$ cat src/rtl/pq_pkg.sv
package pq_pkg;
  typedef enum logic [1:0] {
    FS_IDLE  = 2'd0,
    FS_BUSY  = 2'd1,
    FS_DRAIN = 2'd2
  } fetch_st_t;

  localparam logic [1:0] QS_NONE  = 2'b00;
  localparam logic [1:0] QS_FIRST = 2'b01;
  localparam logic [1:0] QS_FLUSH = 2'b10;
  localparam logic [1:0] QS_NEXT  = 2'b11;
endpackage

$ cat src/rtl/pq_addr_gen.sv
module pq_addr_gen #(
  parameter int SEG_W = 16,
  parameter int OFS_W = 16,
  parameter int SHIFT = 4,
  parameter logic [SEG_W-1:0] RST_SEG = '1,
  parameter logic [OFS_W-1:0] RST_OFS = '0,
  localparam int ADDR_W = SEG_W + SHIFT
) (
  input  logic              clk,
  input  logic              rst,
  input  logic              load,
  input  logic [SEG_W-1:0]  load_seg,
  input  logic [OFS_W-1:0]  load_ofs,
  input  logic              advance,
  output logic [ADDR_W-1:0] phys,
  output logic              ofs_odd
);
  logic [SEG_W-1:0] seg_q;
  logic [OFS_W-1:0] ofs_q;
  logic [OFS_W-1:0] step;

  // odd offset moves by one byte, even by a full word; wraps inside OFS_W
  assign step    = ofs_q[0] ? OFS_W'(1) : OFS_W'(2);
  assign ofs_odd = ofs_q[0];
  assign phys    = {seg_q, {SHIFT{1'b0}}} + {{(ADDR_W-OFS_W){1'b0}}, ofs_q};

  always_ff @(posedge clk) begin
    if (rst) begin
      seg_q <= RST_SEG;
      ofs_q <= RST_OFS;
    end else if (load) begin
      seg_q <= load_seg;
      ofs_q <= load_ofs;
    end else if (advance) begin
      ofs_q <= ofs_q + step;
    end
  end

  assert_seg_hold_R5: assert property (@(posedge clk) disable iff (rst)
    (!load) |=> (seg_q == $past(seg_q)));
endmodule

$ cat src/rtl/pq_byte_store.sv
module pq_byte_store #(
  parameter int DEPTH = 6,
  localparam int PW = $clog2(DEPTH),
  localparam int CW = $clog2(DEPTH + 1)
) (
  input  logic          clk,
  input  logic          rst,
  input  logic          clear,
  input  logic [1:0]    wr_n,
  input  logic [7:0]    wr_b0,
  input  logic [7:0]    wr_b1,
  input  logic          rd,
  output logic [7:0]    rd_data,
  output logic [CW-1:0] count
);
  logic [7:0]    mem [DEPTH];
  logic [PW-1:0] head_q, tail_q, tail_p1;
  logic [CW-1:0] count_q;

  function automatic logic [PW-1:0] nxt(input logic [PW-1:0] p);
    return (p == PW'(DEPTH - 1)) ? '0 : p + 1'b1;
  endfunction

  assign tail_p1 = nxt(tail_q);
  assign rd_data = mem[head_q];
  assign count   = count_q;

  // storage has no reset so it maps onto plain RAM cells
  always_ff @(posedge clk) begin
    if (wr_n != 2'd0) mem[tail_q]  <= wr_b0;
    if (wr_n == 2'd2) mem[tail_p1] <= wr_b1;
  end

  always_ff @(posedge clk) begin
    if (rst || clear) begin
      head_q  <= '0;
      tail_q  <= '0;
      count_q <= '0;
    end else begin
      if (rd) head_q <= nxt(head_q);
      case (wr_n)
        2'd1:    tail_q <= tail_p1;
        2'd2:    tail_q <= nxt(tail_p1);
        default: tail_q <= tail_q;
      endcase
      count_q <= count_q + CW'(wr_n) - CW'(rd);
    end
  end

  assert_no_overflow_R1: assert property (@(posedge clk) disable iff (rst)
    count_q <= CW'(DEPTH));
  assert_no_empty_read_R10: assert property (@(posedge clk) disable iff (rst)
    rd |-> (count_q != '0));
endmodule

$ cat src/rtl/pq_fetch_ctrl.sv
module pq_fetch_ctrl
  import pq_pkg::*;
#(
  parameter int DEPTH  = 6,
  parameter int ADDR_W = 20,
  localparam int CW = $clog2(DEPTH + 1)
) (
  input  logic              clk,
  input  logic              rst,
  input  logic              flush,
  input  logic              opnd_pend,
  input  logic [CW-1:0]     count,
  input  logic [ADDR_W-1:0] phys,
  input  logic              ofs_odd,
  input  logic              mem_ack,
  input  logic [15:0]       mem_data,
  output logic              mem_req,
  output logic [ADDR_W-1:0] mem_addr,
  output logic              mem_two,
  output logic [1:0]        wr_n,
  output logic [7:0]        wr_b0,
  output logic [7:0]        wr_b1,
  output logic              advance,
  output logic              opnd_go
);
  localparam logic [CW-1:0] ROOM_MAX = CW'(DEPTH - 2);

  fetch_st_t st_q;
  logic room, accept;

  assign room    = (count <= ROOM_MAX);
  assign accept  = (st_q == FS_BUSY) && mem_ack && !flush;
  assign advance = accept;
  assign wr_n    = accept ? (mem_two ? 2'd2 : 2'd1) : 2'd0;
  // single byte at an odd address sits on the upper lane
  assign wr_b0   = mem_two ? mem_data[7:0] : mem_data[15:8];
  assign wr_b1   = mem_data[15:8];
  assign opnd_go = opnd_pend && (st_q == FS_IDLE);

  always_ff @(posedge clk) begin
    if (rst) begin
      st_q     <= FS_IDLE;
      mem_req  <= 1'b0;
      mem_addr <= '0;
      mem_two  <= 1'b0;
    end else begin
      case (st_q)
        FS_IDLE: begin
          if (!flush && room && !opnd_pend) begin
            st_q     <= FS_BUSY;
            mem_req  <= 1'b1;
            mem_addr <= phys;
            mem_two  <= !ofs_odd;
          end
        end
        FS_BUSY: begin
          if (mem_ack) begin
            st_q    <= FS_IDLE;
            mem_req <= 1'b0;
          end else if (flush) begin
            st_q <= FS_DRAIN;
          end
        end
        FS_DRAIN: begin
          if (mem_ack) begin
            st_q    <= FS_IDLE;
            mem_req <= 1'b0;
          end
        end
        default: begin
          st_q    <= FS_IDLE;
          mem_req <= 1'b0;
        end
      endcase
    end
  end

  assert_req_gate_R2: assert property (@(posedge clk) disable iff (rst)
    $rose(mem_req) |-> $past(room && !opnd_pend && !flush));
  assert_req_hold_R8: assert property (@(posedge clk) disable iff (rst)
    (mem_req && !mem_ack) |=> mem_req);
  assert_drain_drop_R7: assert property (@(posedge clk) disable iff (rst)
    (st_q == FS_DRAIN) |-> (count == '0 || !$past(flush)) );
endmodule

$ cat src/rtl/prefetch_queue.sv
module prefetch_queue
  import pq_pkg::*;
#(
  parameter int DEPTH = 6,
  parameter int SEG_W = 16,
  parameter int OFS_W = 16,
  parameter int SHIFT = 4,
  parameter logic [SEG_W-1:0] RST_SEG = 16'hFFFF,
  parameter logic [OFS_W-1:0] RST_OFS = 16'h0000,
  localparam int ADDR_W = SEG_W + SHIFT,
  localparam int CW = $clog2(DEPTH + 1)
) (
  input  logic              clk,
  input  logic              rst,
  input  logic              flush,
  input  logic [SEG_W-1:0]  flush_seg,
  input  logic [OFS_W-1:0]  flush_ofs,
  input  logic              opnd_pend,
  output logic              opnd_go,
  output logic              mem_req,
  output logic [ADDR_W-1:0] mem_addr,
  output logic              mem_two,
  input  logic              mem_ack,
  input  logic [15:0]       mem_data,
  input  logic              pop,
  input  logic              pop_first,
  output logic              byte_valid,
  output logic [7:0]        byte_out,
  output logic [1:0]        qstat
);
  logic [ADDR_W-1:0] phys;
  logic              ofs_odd, advance, pop_ok;
  logic [1:0]        wr_n;
  logic [7:0]        wr_b0, wr_b1;
  logic [CW-1:0]     count;

  assign byte_valid = (count != '0);
  assign pop_ok     = pop && byte_valid && !flush;

  pq_addr_gen #(
    .SEG_W(SEG_W), .OFS_W(OFS_W), .SHIFT(SHIFT),
    .RST_SEG(RST_SEG), .RST_OFS(RST_OFS)
  ) u_addr (
    .clk(clk), .rst(rst), .load(flush), .load_seg(flush_seg),
    .load_ofs(flush_ofs), .advance(advance), .phys(phys), .ofs_odd(ofs_odd)
  );

  pq_fetch_ctrl #(.DEPTH(DEPTH), .ADDR_W(ADDR_W)) u_ctrl (
    .clk(clk), .rst(rst), .flush(flush), .opnd_pend(opnd_pend),
    .count(count), .phys(phys), .ofs_odd(ofs_odd), .mem_ack(mem_ack),
    .mem_data(mem_data), .mem_req(mem_req), .mem_addr(mem_addr),
    .mem_two(mem_two), .wr_n(wr_n), .wr_b0(wr_b0), .wr_b1(wr_b1),
    .advance(advance), .opnd_go(opnd_go)
  );

  pq_byte_store #(.DEPTH(DEPTH)) u_store (
    .clk(clk), .rst(rst), .clear(flush), .wr_n(wr_n), .wr_b0(wr_b0),
    .wr_b1(wr_b1), .rd(pop_ok), .rd_data(byte_out), .count(count)
  );

  always_ff @(posedge clk) begin
    if (rst)         qstat <= QS_NONE;
    else if (flush)  qstat <= QS_FLUSH;
    else if (pop_ok) qstat <= pop_first ? QS_FIRST : QS_NEXT;
    else             qstat <= QS_NONE;
  end

  assert_addr_form_R4: assert property (@(posedge clk) disable iff (rst)
    $rose(mem_req) |-> (mem_addr == $past(phys)));
  assert_width_pick_R3: assert property (@(posedge clk) disable iff (rst)
    mem_req |-> (mem_two == !mem_addr[0]));
  assert_flush_empty_R6: assert property (@(posedge clk) disable iff (rst)
    $past(flush) |-> !byte_valid);
  assert_flush_code_R9: assert property (@(posedge clk) disable iff (rst)
    $past(flush) |-> (qstat == QS_FLUSH));
endmodule

$ cat config.mk
export PLATFORM = sky130hd
export DESIGN_NAME = prefetch_queue
export DESIGN_NICKNAME = d
export VERILOG_FILES = /design/src/rtl/pq_pkg.sv /design/src/rtl/pq_addr_gen.sv /design/src/rtl/pq_byte_store.sv /design/src/rtl/pq_fetch_ctrl.sv /design/src/rtl/prefetch_queue.sv
export SDC_FILE = /design/constraint.sdc
export NUM_CORES = 1
export LEC_CHECK = 0
export ABC_AREA = 1
export CAP_MARGIN = 20
export CORE_MARGIN = 4
export CORE_UTILIZATION = 55
export DETAILED_ROUTE_END_ITERATION = 8
export PLACE_DENSITY = 0.8
export SYNTH_ARGS = -nofsm -noshare
export SYNTH_HDL_FRONTEND = slang
export SYNTH_SLANG_ARGS = --single-unit
$ cat constraint.sdc
create_clock -name clk -period 3 [get_ports clk]
set_clock_uncertainty 0.15 [all_clocks]
set_input_delay 0.45 -clock clk [delete_from_list [all_inputs] [get_ports clk]]
set_output_delay 0.45 -clock clk [all_outputs]
set_load 0.05 [all_outputs]
Word-level counts from Yosys, hierarchy flattened --
Memories as Yosys holds them, arrays and structs flattened. A register that Yosys moved wholly into a read port is not among the register bits. Cells that the tools add are included.
Storage, ports and cells: bits in registers 67, word-level logic and storage cells 80, memories 1, memory bits (writable) 48, output and inout bits 34
Memory list:
- u_store.mem | words 6, bits a word 8, read ports 1, clocked after Yosys merged registers in 1, wr ports 2, RTL line pq_byte_store.sv:16 | logic [7:0] mem [DEPTH];
Operators by class: $add $sub $neg 7, order comparisons 1, reductions and logical operators 21, bitwise gates (word level) 1, equal/unequal tests 11, muxes and demuxes 27
Operators by type and width (count):
- 2-to-1 mux 16 bit | 2
- adder 20 x 16 -> 20 bit | 1
- 2-to-1 mux 2 bit | 10
- adder 16 bit | 1
- 2-to-1 mux 3 bit | 5
- adder 3 x 1 -> 3 bit (second input constant) | 3
- equality test 3 bit (second input constant) | 3
- 2-to-1 mux 8 bit | 1
- logical AND 1 bit | 7
- 2-to-1 mux 1 bit | 6
- case mux 2 bit (3 select lines) | 1
- case mux 3 bit (2 select lines) | 1
- nonzero test 2 bit | 3
- equality test 2 x 1 -> 1 bit (second input constant) | 2
- equality test 2 bit (second input constant) | 2
- inequality test 2 bit (second input constant) | 2
- AND reduction 2 bit | 2
- adder 3 x 2 -> 3 bit | 1
- less-or-equal comparator 3 bit (second input constant) | 1
- logical NOT 1 bit | 3
- inequality test 3 bit (second input constant) | 1
- AND reduction 3 bit | 1
- nonzero test 3 bit | 1
- OR reduction 3 bit | 1
- other kinds (7) | 7

Logic depth before layout (Yosys ltp) --
Gate-level depths: netlist (run 1).
depth after elaboration 7, depth in mapped cells 12, mapped depth without buffers 12

Hierarchy --
Synthesis (run 1) repeated with hierarchy kept, for this count alone.
Unflattened totals: cells, all modules 877, area total of the unflattened synthesis 6697.7 um^2
Modules (own cells, without submodules):
- pq_byte_store | area each 3178.0 um^2, times used 1, cells each 345
- pq_addr_gen | area each 2279.7 um^2, times used 1, cells each 353
- pq_fetch_ctrl | area each 1132.3 um^2, times used 1, cells each 164
- prefetch_queue | area each 107.6 um^2, times used 1, cells each 15

Least setup slack after synthesis (run 1) --
No wires, ideal clock.
path type register to register, start point reg u_store.count_q[2], in the netlist u_store.count[2], end point reg u_store.count_q[2], in the netlist u_store.count[2], path slack 0.499 ns, data arrival time 2.231 ns, stages on the path, launching flop included 13, buffers on the path 0, cells stage by stage dfxtp_1 inv_1 nand3_1 nand2_1 nor2_1 ha_1 inv_1 ha_1 inv_1 fa_1 xor2_1 o21ai_0 a21oi_1
On the way: word-level cells in the longest chain between the ends 4, elaborated cells between the ends (all ways) 5, classes of those cells add/sub: 2; reduce/logical: 3
RTL lines:
- from (decl) | RTL line pq_byte_store.sv:18 | logic [CW-1:0] count_q;
- from (signal assigned) | RTL line pq_byte_store.sv:46 | count_q <= count_q + CW'(wr_n) - CW'(rd);
- nonzero test 3 bit | RTL line prefetch_queue.sv:37 | assign byte_valid = (count != '0);
- net byte_valid | RTL line prefetch_queue.sv:27 | output logic byte_valid,
- logical AND 1 bit (2 in series) | RTL line prefetch_queue.sv:38 | assign pop_ok = pop && byte_valid && !flush;
- subtractor 3 x 1 -> 3 bit | RTL line pq_byte_store.sv:46
The timed path passes the listed nets, and every way through them passes these cells. A chain may end at the register's enable or synchronous reset.

Worst setup path after layout (run 1) --
start point reg u_ctrl.st_q[1], end point out opnd_go
On the way: word-level cells in the longest chain between the ends 2
RTL lines:
- from (decl) | RTL line pq_fetch_ctrl.sv:28 | fetch_st_t st_q;
- from (signal assigned) | RTL line pq_fetch_ctrl.sv:42 | st_q <= FS_IDLE;
- from (signal assigned) | RTL line pq_fetch_ctrl.sv:50 | st_q <= FS_BUSY;
- from (signal assigned) | RTL line pq_fetch_ctrl.sv:58 | st_q <= FS_IDLE;
- logical NOT 2 bit | RTL line pq_fetch_ctrl.sv:38 | assign opnd_go = opnd_pend && (st_q == FS_IDLE);
- logical AND 1 bit | RTL line pq_fetch_ctrl.sv:38
- to (decl) | RTL line prefetch_queue.sv:19 | output logic opnd_go,
No other way between the ends.

==> out/metrics.yaml, run 1 <==
outcome:
  outcome: "finished, final reports clean"
clock_network:
  clock-root-buffer: "clkbuf_16"
  cts_tree: "yes"
  post-cts-setup-buffers: 0
  postCtsHoldBufs: 0
  clk_latency_ns: 0.42
  clockBufferDepth: 2
  cts-buffers-inserted: 17
  cts-resized-gates: 0
  cts.sinks: 118
  cts-htree-levels: 4
  path_clk_slew_ns: 0.05
setup_path:
  crit_path_cell_trace: "inv_1, ha_1, nand2_1, inv_1, clkdlybuf4s50_1"
  rr_worst_depth: 10
  slowest_delay_ns: 0.79
  endpoint_kind: "primary output"
  crit_path_max_fanout: 5
  cp.depth: 5
  start_kind: "flop"
  crit_family: "buffers and inverters"
  cp_num_buf_inv: 3
  critPathRequiredTime_ns: 2.40
  arrival_ns: 2.01
  crit_type: "flop to primary output"
  crit_top_cell: "inv_1"
  critical_path.slowest_cell: "clkdlybuf4s50_1"
drt:
  vias: 5877
  drtPass1Iterations: 5
  routed_via_density: 5.33
  drtAntennaViolNets: 0
  routedWlPerCell_um: 15.0
  drt-initial-drc-count: 550
  drcViolationCount: 0
  routed_wl_um: 16600
logic_synthesis:
  yosys.area.top_type: "edfxtp_1"
  ys_types: 41
  synth_ff_type: "dfxtp_1"
  synthCells: 853
  yosysWarnings: 0
  synth_top_area_share_pct: 22.2
  avgSynthCellArea_um2: 7.61
  ys_seq_elements: 118
  ys_top_cells_by_area: "edfxtp_1 (22%), dfxtp_1 (22%), nand2_1 (14%)"
  ys_seq_area_share_pct: 43.8
  async_flop_share_pct: 0
  synthesis.area_um2: 6490
  synth_edf_count: 48
  syn_nets: 931
floorplan:
  start_util_pct: 56.6
  io_pins: 89
  dieArea_um2: 13600
  rows: 39
  core_um2: 11500
  chipHeight_um: 117
  fp.dieW_um: 117
cells_and_area:
  utilization_pct: 70.6
  area_delta_synth_final_pct: 24.7
  layout_common_cells: "nand2_1 (242), inv_1 (105), clkdlybuf4s50_1 (80), o21ai_0 (73), dfxtp_1 (70)"
  nets: 1025
  drive_above_1_share_pct: 8.02
  layout_commonest_cell: "nand2_1"
  n_antenna_cell: 0
global_routing:
  grt_pass1_vias: 5574
  grt-ovfl-total: 0
  antenna_found_initial: 0
  grt_max_degree: 37
  grt_usage_pct: 25.7
  grt_pass1_wl_um: 26900
pwr:
  peakVddDrop_uv: 382
  p_leak_nw: 3.38
  powerDensity_nw_per_um2: 620
  p_total_mw: 5.02
sta:
  worst_pin_slew_ns: 0.768
  hold_viol_final: 0
  slew_headroom_pct: 47.3
  max_freq_ghz: 0.382
  setup_viol: 0
  rsz0062_at_grt: "no"
  slew_violations: 0
  min_period_ns: 2.61
  fin_tns_setup_ns: 0
  post-route-period-util_pct: 87.2
placement:
  placement.io_buffers: 88
  hpwl_um: 11900
  place.gp.congestion: 0.902
min_path:
  min_path_type: "flop to flop"
  holdPathStages: 2
job:
  maxCapViolCount: 0
## power by group
part           switching, mW  leakage (nW)  internal (mW)
Sequential            0.0830          1.01           1.81
Clock                  0.702         0.273           1.18
Combinational          0.792          2.10          0.454
Total                   1.58          3.38           3.44
## cells in the mapped netlist, types with 3 or more instances
cell type / number
a21oi_1: 48
a31oi_1: 5
a32o_1: 8
buf_2: 7
buf_4: 3
buf_6: 5
clkbuf_1: 15
dfxtp_1: 70
edfxtp_1: 48
ha_1: 21
inv_1: 105
mux2i_1: 8
nand2_1: 242
nand3_1: 54
nand4_1: 5
nor2_1: 53
nor2_2: 3
nor2_4: 4
nor3_1: 7
o211ai_1: 4
o21a_1: 7
o21ai_0: 73
o21ai_1: 14
o22ai_1: 13
or2_2: 3
xnor2_1: 3
xor2_1: 5
## layout make-up
| cell class | instances | area, µm² |
|---|---|---|
| fillers | 891 | 3380 |
| multi-input cells | 594 | 3060 |
| flip-flops and latches | 118 | 2840 |
| repair buffers | 107 | 1040 |
| clock buffers | 24 | 513 |
| inverters | 109 | 412 |
| well taps | 143 | 179 |
| clock inverters | 8 | 47.5 |
## worst paths after layout
kind	start	to	slack, ns
worst max-delay path	u_ctrl.st_q[1]	opnd_go	0.39
worst min register to register	u_ctrl.mem_addr[3]	u_ctrl.mem_addr[3]	0.31
worst max register to register	u_ctrl.st_q[1]	u_store.count[2]	0.61
worst min-delay path	u_ctrl.mem_addr[3]	u_ctrl.mem_addr[3]	0.31
## logic make-up (layout without fill, tap and decap cells)
kind of cell,after synthesis,count (layout),synth area share [%]
xor gates and xnor gates,8,8,1.08
adders and majority gates,23,23,4.67
buffers and inverters,141,248,9.08
and+or+nand+nor,379,379,24.9
muxes,8,8,1.23
AOI/OAI and AO/OA,176,176,15.2
DFF,118,118,43.8
## flip-flops by register name (all words and copies together), names as in the netlist, named ones only
name / flops
u_store.count: 3
qstat: 2
u_ctrl.st_q: 2
u_addr.ofs_q: 16
u_ctrl.mem_req: 1
u_store.tail_q: 3
u_ctrl.mem_two: 1
u_store.head_q: 3
u_addr.seg_q: 16
u_ctrl.mem_addr: 20
u_store.mem: 48
## routing by layer
| metal | wire (µm) | share of wire (%) | track usage [%] |
|---|---|---|---|
| met5 | 0 | 0 | 0 |
| met4 | 503 | 3.0 | 10.3 |
| met3 | 809 | 4.9 | 5.28 |
| met2 | 8360 | 50 | 45.5 |
| met1 | 6920 | 42 | 30.4 |
## worst reg2reg max path: stages (launching register included)
cell and delay, ns:
dfxtp_1 0.32, inv_1 0.08, ha_1 0.19, nand2_1 0.11, nor2_4 0.14, nand2_4 0.13, ha_1 0.32, fa_1 0.44
xor2_1 0.19, o21ai_0 0.10, a21oi_1 0.14
## stage by stage
step           worst slack, ns  std cells  area (µm²)  hold WS (ns)
5_1_grt                  0.289       1103        8090         0.339
3_3_place_gp             0.282       1071        7530         0.294
2_1_floorplan            0.499        853        6490         0.283
3_5_place_dp             0.251       1071        7530         0.302
6_report                 0.385       1103        8090         0.315
4_1_cts                  0.364       1103        8090         0.314
(Power assumes the default switching activity.)
==> run 2: changes to the inputs <==
--- a/config.mk
+++ b/config.mk
@@ -5,12 +5,11 @@
 export SDC_FILE = /design/constraint.sdc
 export NUM_CORES = 1
 export LEC_CHECK = 0
-export ABC_AREA = 1
 export CAP_MARGIN = 20
 export CORE_MARGIN = 4
 export CORE_UTILIZATION = 55
 export DETAILED_ROUTE_END_ITERATION = 8
-export PLACE_DENSITY = 0.8
+export PLACE_DENSITY = 0.81
 export SYNTH_ARGS = -nofsm -noshare
 export SYNTH_HDL_FRONTEND = slang
 export SYNTH_SLANG_ARGS = --single-unit
==> run 2 against run 1 <==
Effect of this change: maximum frequency shrank 6.6%; wire length shrank 12%; worst setup slack lost 0.19 ns; sequential share of layout area grew 1.8 points; final cell count shrank 25%; clock-buffer cell count shrank 6; combinational power shrank 44%; clock power grew 3%; hold slack lost 0.0084 ns; register-to-register slack lost 0.13 ns; total power shrank 12%; highest routed layer unchanged; critical path depth shrank 1; critical endpoint is now byte_out[0].
==> out/metrics.yaml, run 2 <==
outcome:
  outcome: "finished, final reports clean"
cells_and_area:
  drive_above_1_share_pct: 18.1
  n_antenna_cell: 0
  regMostFlops: "u_store.mem"
  fillers: 784
  reg.largest.list: "u_store.mem (48), u_ctrl.mem_addr (20)"
  layout_commonest_cell: "clkdlybuf4s50_1"
  nets: 754
  largest_reg_flops: 48
  layout_common_cells: "clkdlybuf4s50_1 (80), dfxtp_1 (70), nand2_1 (63), nor2_1 (53), mux2_2 (49)"
  area_delta_synth_final_pct: 27.1
sta:
  hold_viol_final: 0
  slew_headroom_pct: 52.7
  post-route-period-util_pct: 93.4
  max_freq_ghz: 0.357
  fin_tns_setup_ns: 0
  min_period_ns: 2.80
  setup_viol: 0
  rsz0062_at_grt: "no"
  fin_ws_ns: 0.199
  worst_pin_slew_ns: 0.710
  slew_violations: 0
setup_path:
  arrival_ns: 2.20
  worstReg2RegStart: "u_addr.ofs_q[4]"
  crit_type: "flop to primary output"
  endpoint_kind: "primary output"
  start_kind: "flop"
  crit_path_max_fanout: 9
  critPathRequiredTime_ns: 2.40
clock_network:
  clockBufferDepth: 2
  post-cts-setup-buffers: 0
  cts.sinks: 118
  clk_latency_ns: 0.52
  cts-buffers-inserted: 17
  cts-htree-levels: 4
  postCtsHoldBufs: 0
  path_clk_slew_ns: 0.06
  cts-resized-gates: 0
  cts_tree: "yes"
  clock-root-buffer: "clkbuf_8"
drt:
  routed_wl_um: 14700
  routedWlPerCell_um: 17.7
  drtPass1Iterations: 5
  drtAntennaViolNets: 0
  drt-initial-drc-count: 302
  vias: 4805
  routed_via_density: 5.80
  drcViolationCount: 0
floorplan:
  core_um2: 10800
  io_pins: 89
  rows: 38
  chipHeight_um: 113
  start_util_pct: 56.2
  fp.dieW_um: 113
  dieArea_um2: 12800
placement:
  placement.io_buffers: 88
  hpwl_um: 10600
  place_ws_ns: 0.158
  place.gp.congestion: 0.870
min_path:
  min-delay-start: "u_ctrl.mem_addr[1]"
  min_path_type: "flop to flop"
logic_synthesis:
  ys_seq_area_share_pct: 46.9
  ys_types: 58
  yosysWarnings: 0
  syn_nets: 655
  synth_edf_count: 48
  ys_top_cells_by_area: "edfxtp_1 (24%), dfxtp_1 (23%), mux2_2 (9.1%)"
  async_flop_share_pct: 0
  synth.most_common_cell: "dfxtp_1"
  avgSynthCellArea_um2: 10.5
  synthCells: 577
  synth_common_cells: "dfxtp_1 (70), nand2_1 (63), nor2_1 (53)"
  ys_seq_elements: 118
  synth_top_area_share_pct: 23.8
  synthesis.area_um2: 6060
  synth_ff_type: "dfxtp_1"
  yosys.area.top_type: "edfxtp_1"
global_routing:
  grt_max_degree: 29
  antenna_found_initial: 0
  grt_usage_pct: 24.0
  grt-ovfl-total: 0
  grt_pass1_wl_um: 24400
  grt_pass1_vias: 5032
pwr:
  powerDensity_nw_per_um2: 574
  peakVddDrop_uv: 360
  p_leak_nw: 2.89
  p_total_mw: 4.42
job:
  maxCapViolCount: 0
==> run 2: layout make-up <==
type / count / area (µm²) / area share [%]
multi-input cells: 417 / 3050 / 39.6
flip-flops and latches: 118 / 2840 / 36.9
repair buffers: 108 / 1010 / 13.1
clock buffers: 18 / 418 / 5.43
well taps: 140 / 175 / 2.27
clock inverters: 14 / 153 / 1.98
inverters: 14 / 52.6 / 0.682
==> run 2: worst paths after layout <==
kind / slack (ns) / endpoint / cells after the start
hold reg to reg: 0.31 / u_ctrl.mem_addr[1] / 2
setup reg to reg: 0.48 / u_ctrl.mem_addr[12] / 7
setup / recovery: 0.20 / byte_out[0] / 4
hold / removal: 0.31 / u_ctrl.mem_addr[1] / 2
==> run 2: layer usage <==
layer	vias to the layer above	share of wire, %	global-route usage (%)
li1	2333	-	-
met1	2273	40	28.4
met2	174	52	41.8
met3	25	6.1	6.47
met4	0	2.0	8.49
met5	-	0	0
==> run 2: worst max-delay path: stages, from the launching register on <==
cell and delay, ns:
dfxtp_1 0.69, mux4_2 0.59, nor2_1 0.12, a21oi_1 0.06
buf_4 0.22
==> run 2: cells by family after synthesis <==
family                     count (synthesis)  share of synthesized area (%)
AOI/OAI and AO/OA                        114                           12.6
xor gates and xnor gates                  20                           2.89
adders and majority gates                 23                           5.00
buffers and inverters                     42                           2.77
DFF                                      118                           46.9
muxes                                     84                           16.5
and+or+nand+nor                          176                           13.3
==> run 2: metrics by stage <==
stage	hold slack, ns	utilization [%]	std cells	cell area (µm²)
global placement	0.295	66.1	797	7130
detailed placement	0.300	66.1	797	7130
floorplan	0.296	-	577	6060
global route	0.334	71.4	829	7700
CTS	0.309	71.4	829	7700
finish	0.307	71.4	829	7700
==> run 2: power by group <==
group / leakage [nW] / internal, mW / total (mW) / switching, mW
clock: 0.280 / 1.19 / 1.94 / 0.750
combinational: 1.60 / 0.314 / 0.696 / 0.382
sequential: 1.01 / 1.73 / 1.79 / 0.0527
==> run 3: changes to the inputs <==
--- a/config.mk
+++ b/config.mk
@@ -6,10 +6,9 @@
 export NUM_CORES = 1
 export LEC_CHECK = 0
 export CAP_MARGIN = 20
-export CORE_MARGIN = 4
 export CORE_UTILIZATION = 55
 export DETAILED_ROUTE_END_ITERATION = 8
-export PLACE_DENSITY = 0.81
+export PLACE_DENSITY = 0.92
 export SYNTH_ARGS = -nofsm -noshare
 export SYNTH_HDL_FRONTEND = slang
 export SYNTH_SLANG_ARGS = --single-unit
==> run 3 against run 2 <==
Effect of this change: final area shrank 1.2%; maximum frequency shrank 0.28%; die area shrank 10%; critical path depth is the same; total power decreased by 3.8%; highest routed layer unchanged.
==> out/metrics.yaml, run 3 (same netlist as run 2, synthesis figures left out) <==
setup_path:
  crit_type: "flop to primary output"
  rr_worst_depth: 9
  critPathRequiredTime_ns: 2.40
  arrival_ns: 2.21
  endpoint_kind: "primary output"
  reg2reg_slack_ns: 0.36
  crit_path_max_fanout: 9
  start_kind: "flop"
  r2r_end: "u_store.count[2]"
  worstReg2RegStart: "u_ctrl.st_q[1]"
clock_network:
  cts-resized-gates: 0
  postCtsHoldBufs: 0
  cts_tree: "yes"
  clk_latency_ns: 0.52
  clock-root-buffer: "clkbuf_8"
  post-cts-setup-buffers: 0
  cts.sinks: 118
  cts-htree-levels: 4
  cts-buffers-inserted: 17
  path_clk_slew_ns: 0.05
  clockBufferDepth: 2
cells_and_area:
  seqCellArea_um2: 2840
  multi_input_area_um2: 3050
  area_delta_synth_final_pct: 25.6
  reg.largest.list: "u_store.mem (48), u_ctrl.mem_addr (20)"
  fillers: 697
  regMostFlops: "u_store.mem"
  utilization_pct: 72.4
  n_antenna_cell: 0
  drive_above_1_share_pct: 16.9
  final_cell_count_no_fill: 821
  largest_reg_flops: 48
  layout_common_cells: "clkdlybuf4s50_1 (80), dfxtp_1 (70), nand2_1 (63), nor2_1 (53), mux2_2 (49)"
  layout_commonest_cell: "clkdlybuf4s50_1"
  nets: 750
global_routing:
  grt_max_degree: 39
  grt-ovfl-total: 0
  grt_pass1_vias: 5200
  grt_pass1_wl_um: 25500
  antenna_found_initial: 0
  grt_usage_pct: 29.0
drt:
  drtAntennaViolNets: 0
  drt-initial-drc-count: 315
  vias: 5017
  routed_via_density: 6.11
  routedWlPerCell_um: 18.9
  routed_wl_um: 15500
  drtPass1Iterations: 5
  drcViolationCount: 0
floorplan:
  dieArea_um2: 11400
  core_um2: 10500
  start_util_pct: 57.7
  rows: 37
  chipHeight_um: 107
  fp.dieW_um: 107
  io_pins: 89
min_path:
  min_path_type: "flop to flop"
  min_to: "u_ctrl.mem_addr[2]"
  holdPathStages: 2
  min-delay-start: "u_ctrl.mem_addr[2]"
sta:
  max_freq_ghz: 0.356
  min_period_ns: 2.81
  setup_viol: 0
  hold_viol_final: 0
  fin_tns_setup_ns: 0
  slew_violations: 0
  worst_pin_slew_ns: 0.640
  fin_ws_ns: 0.191
  hold_slack_ns: 0.312
  slew_headroom_pct: 57.4
  post-route-period-util_pct: 93.6
  rsz0062_at_grt: "no"
pwr:
  peakVddDrop_uv: 325
  p_leak_nw: 2.85
  powerDensity_nw_per_um2: 558
placement:
  hpwl_um: 10700
  place_ws_ns: -0.0328
  placement.io_buffers: 88
  dp_cells: 789
  place.gp.congestion: 0.882
job:
  maxCapViolCount: 0
outcome:
  outcome: "finished, final reports clean"
-- run 3: changes by cell type in the layout (fill, tap and decap cells not counted), sizes merged --
cell	change
bufinv	-2
clkbuf	+9
clkinvlp	-1
clkinv	-3
inv	-3
buf	-4
-- run 3: where the power goes --
| part | switching [mW] | internal (mW) | leakage, nW |
|---|---|---|---|
| Sequential | 0.0532 | 1.73 | 1.01 |
| Clock | 0.659 | 1.09 | 0.260 |
| Combinational | 0.398 | 0.313 | 1.58 |
-- run 3: layout make-up --
| type | instances | share of cell area [%] |
|---|---|---|
| clock buffer | 27 | 6.46 |
| tap | 136 | 2.24 |
| multi-input combinational | 417 | 40.1 |
| clock inverter | 5 | 0.329 |
| timing repair buffer | 104 | 12.9 |
| sequential | 118 | 37.3 |
| inverter | 14 | 0.690 |
-- run 3: through the flow --
stage	area, µm²	power [mW]
2_1_floorplan	6060	2.26
3_3_place_gp	7100	2.47
3_5_place_dp	7100	2.50
4_1_cts	7610	4.24
5_1_grt	7610	4.39
6_report	7610	4.25
-- run 3: per-layer routing --
metal	vias to the layer above	wire [µm]	share of wire [%]	global-route usage [%]
met4	0	426	2.7	13.2
met3	44	1040	6.7	6.14
met5	-	0	0	0
li1	2313	-	-	-
met2	254	7970	51	51.0
met1	2406	6110	39	33.8
-- run 3: worst max-delay path by stage --
stage | start | end | slack (ns) | cells past startpoint
detailed placement | flush | u_store.count[2] | -0.03 | 8
global route | flop | byte_out[6] | 0.07 | 4
floorplan | u_ctrl.mem_two | u_store.mem[0][0] | 0.02 | 5
CTS | flop | byte_out[6] | 0.15 | 4
global placement | flush | u_store.count[2] | 0.13 | 8
finish | flop | byte_out[7] | 0.19 | 4
-- run 3: worst max-delay path, cell delays in order (launching register included) --
cell and delay [ns]:
dfxtp_1 0.69, mux4_2 0.60, nor2_1 0.10, a21oi_1 0.07, buf_4 0.23
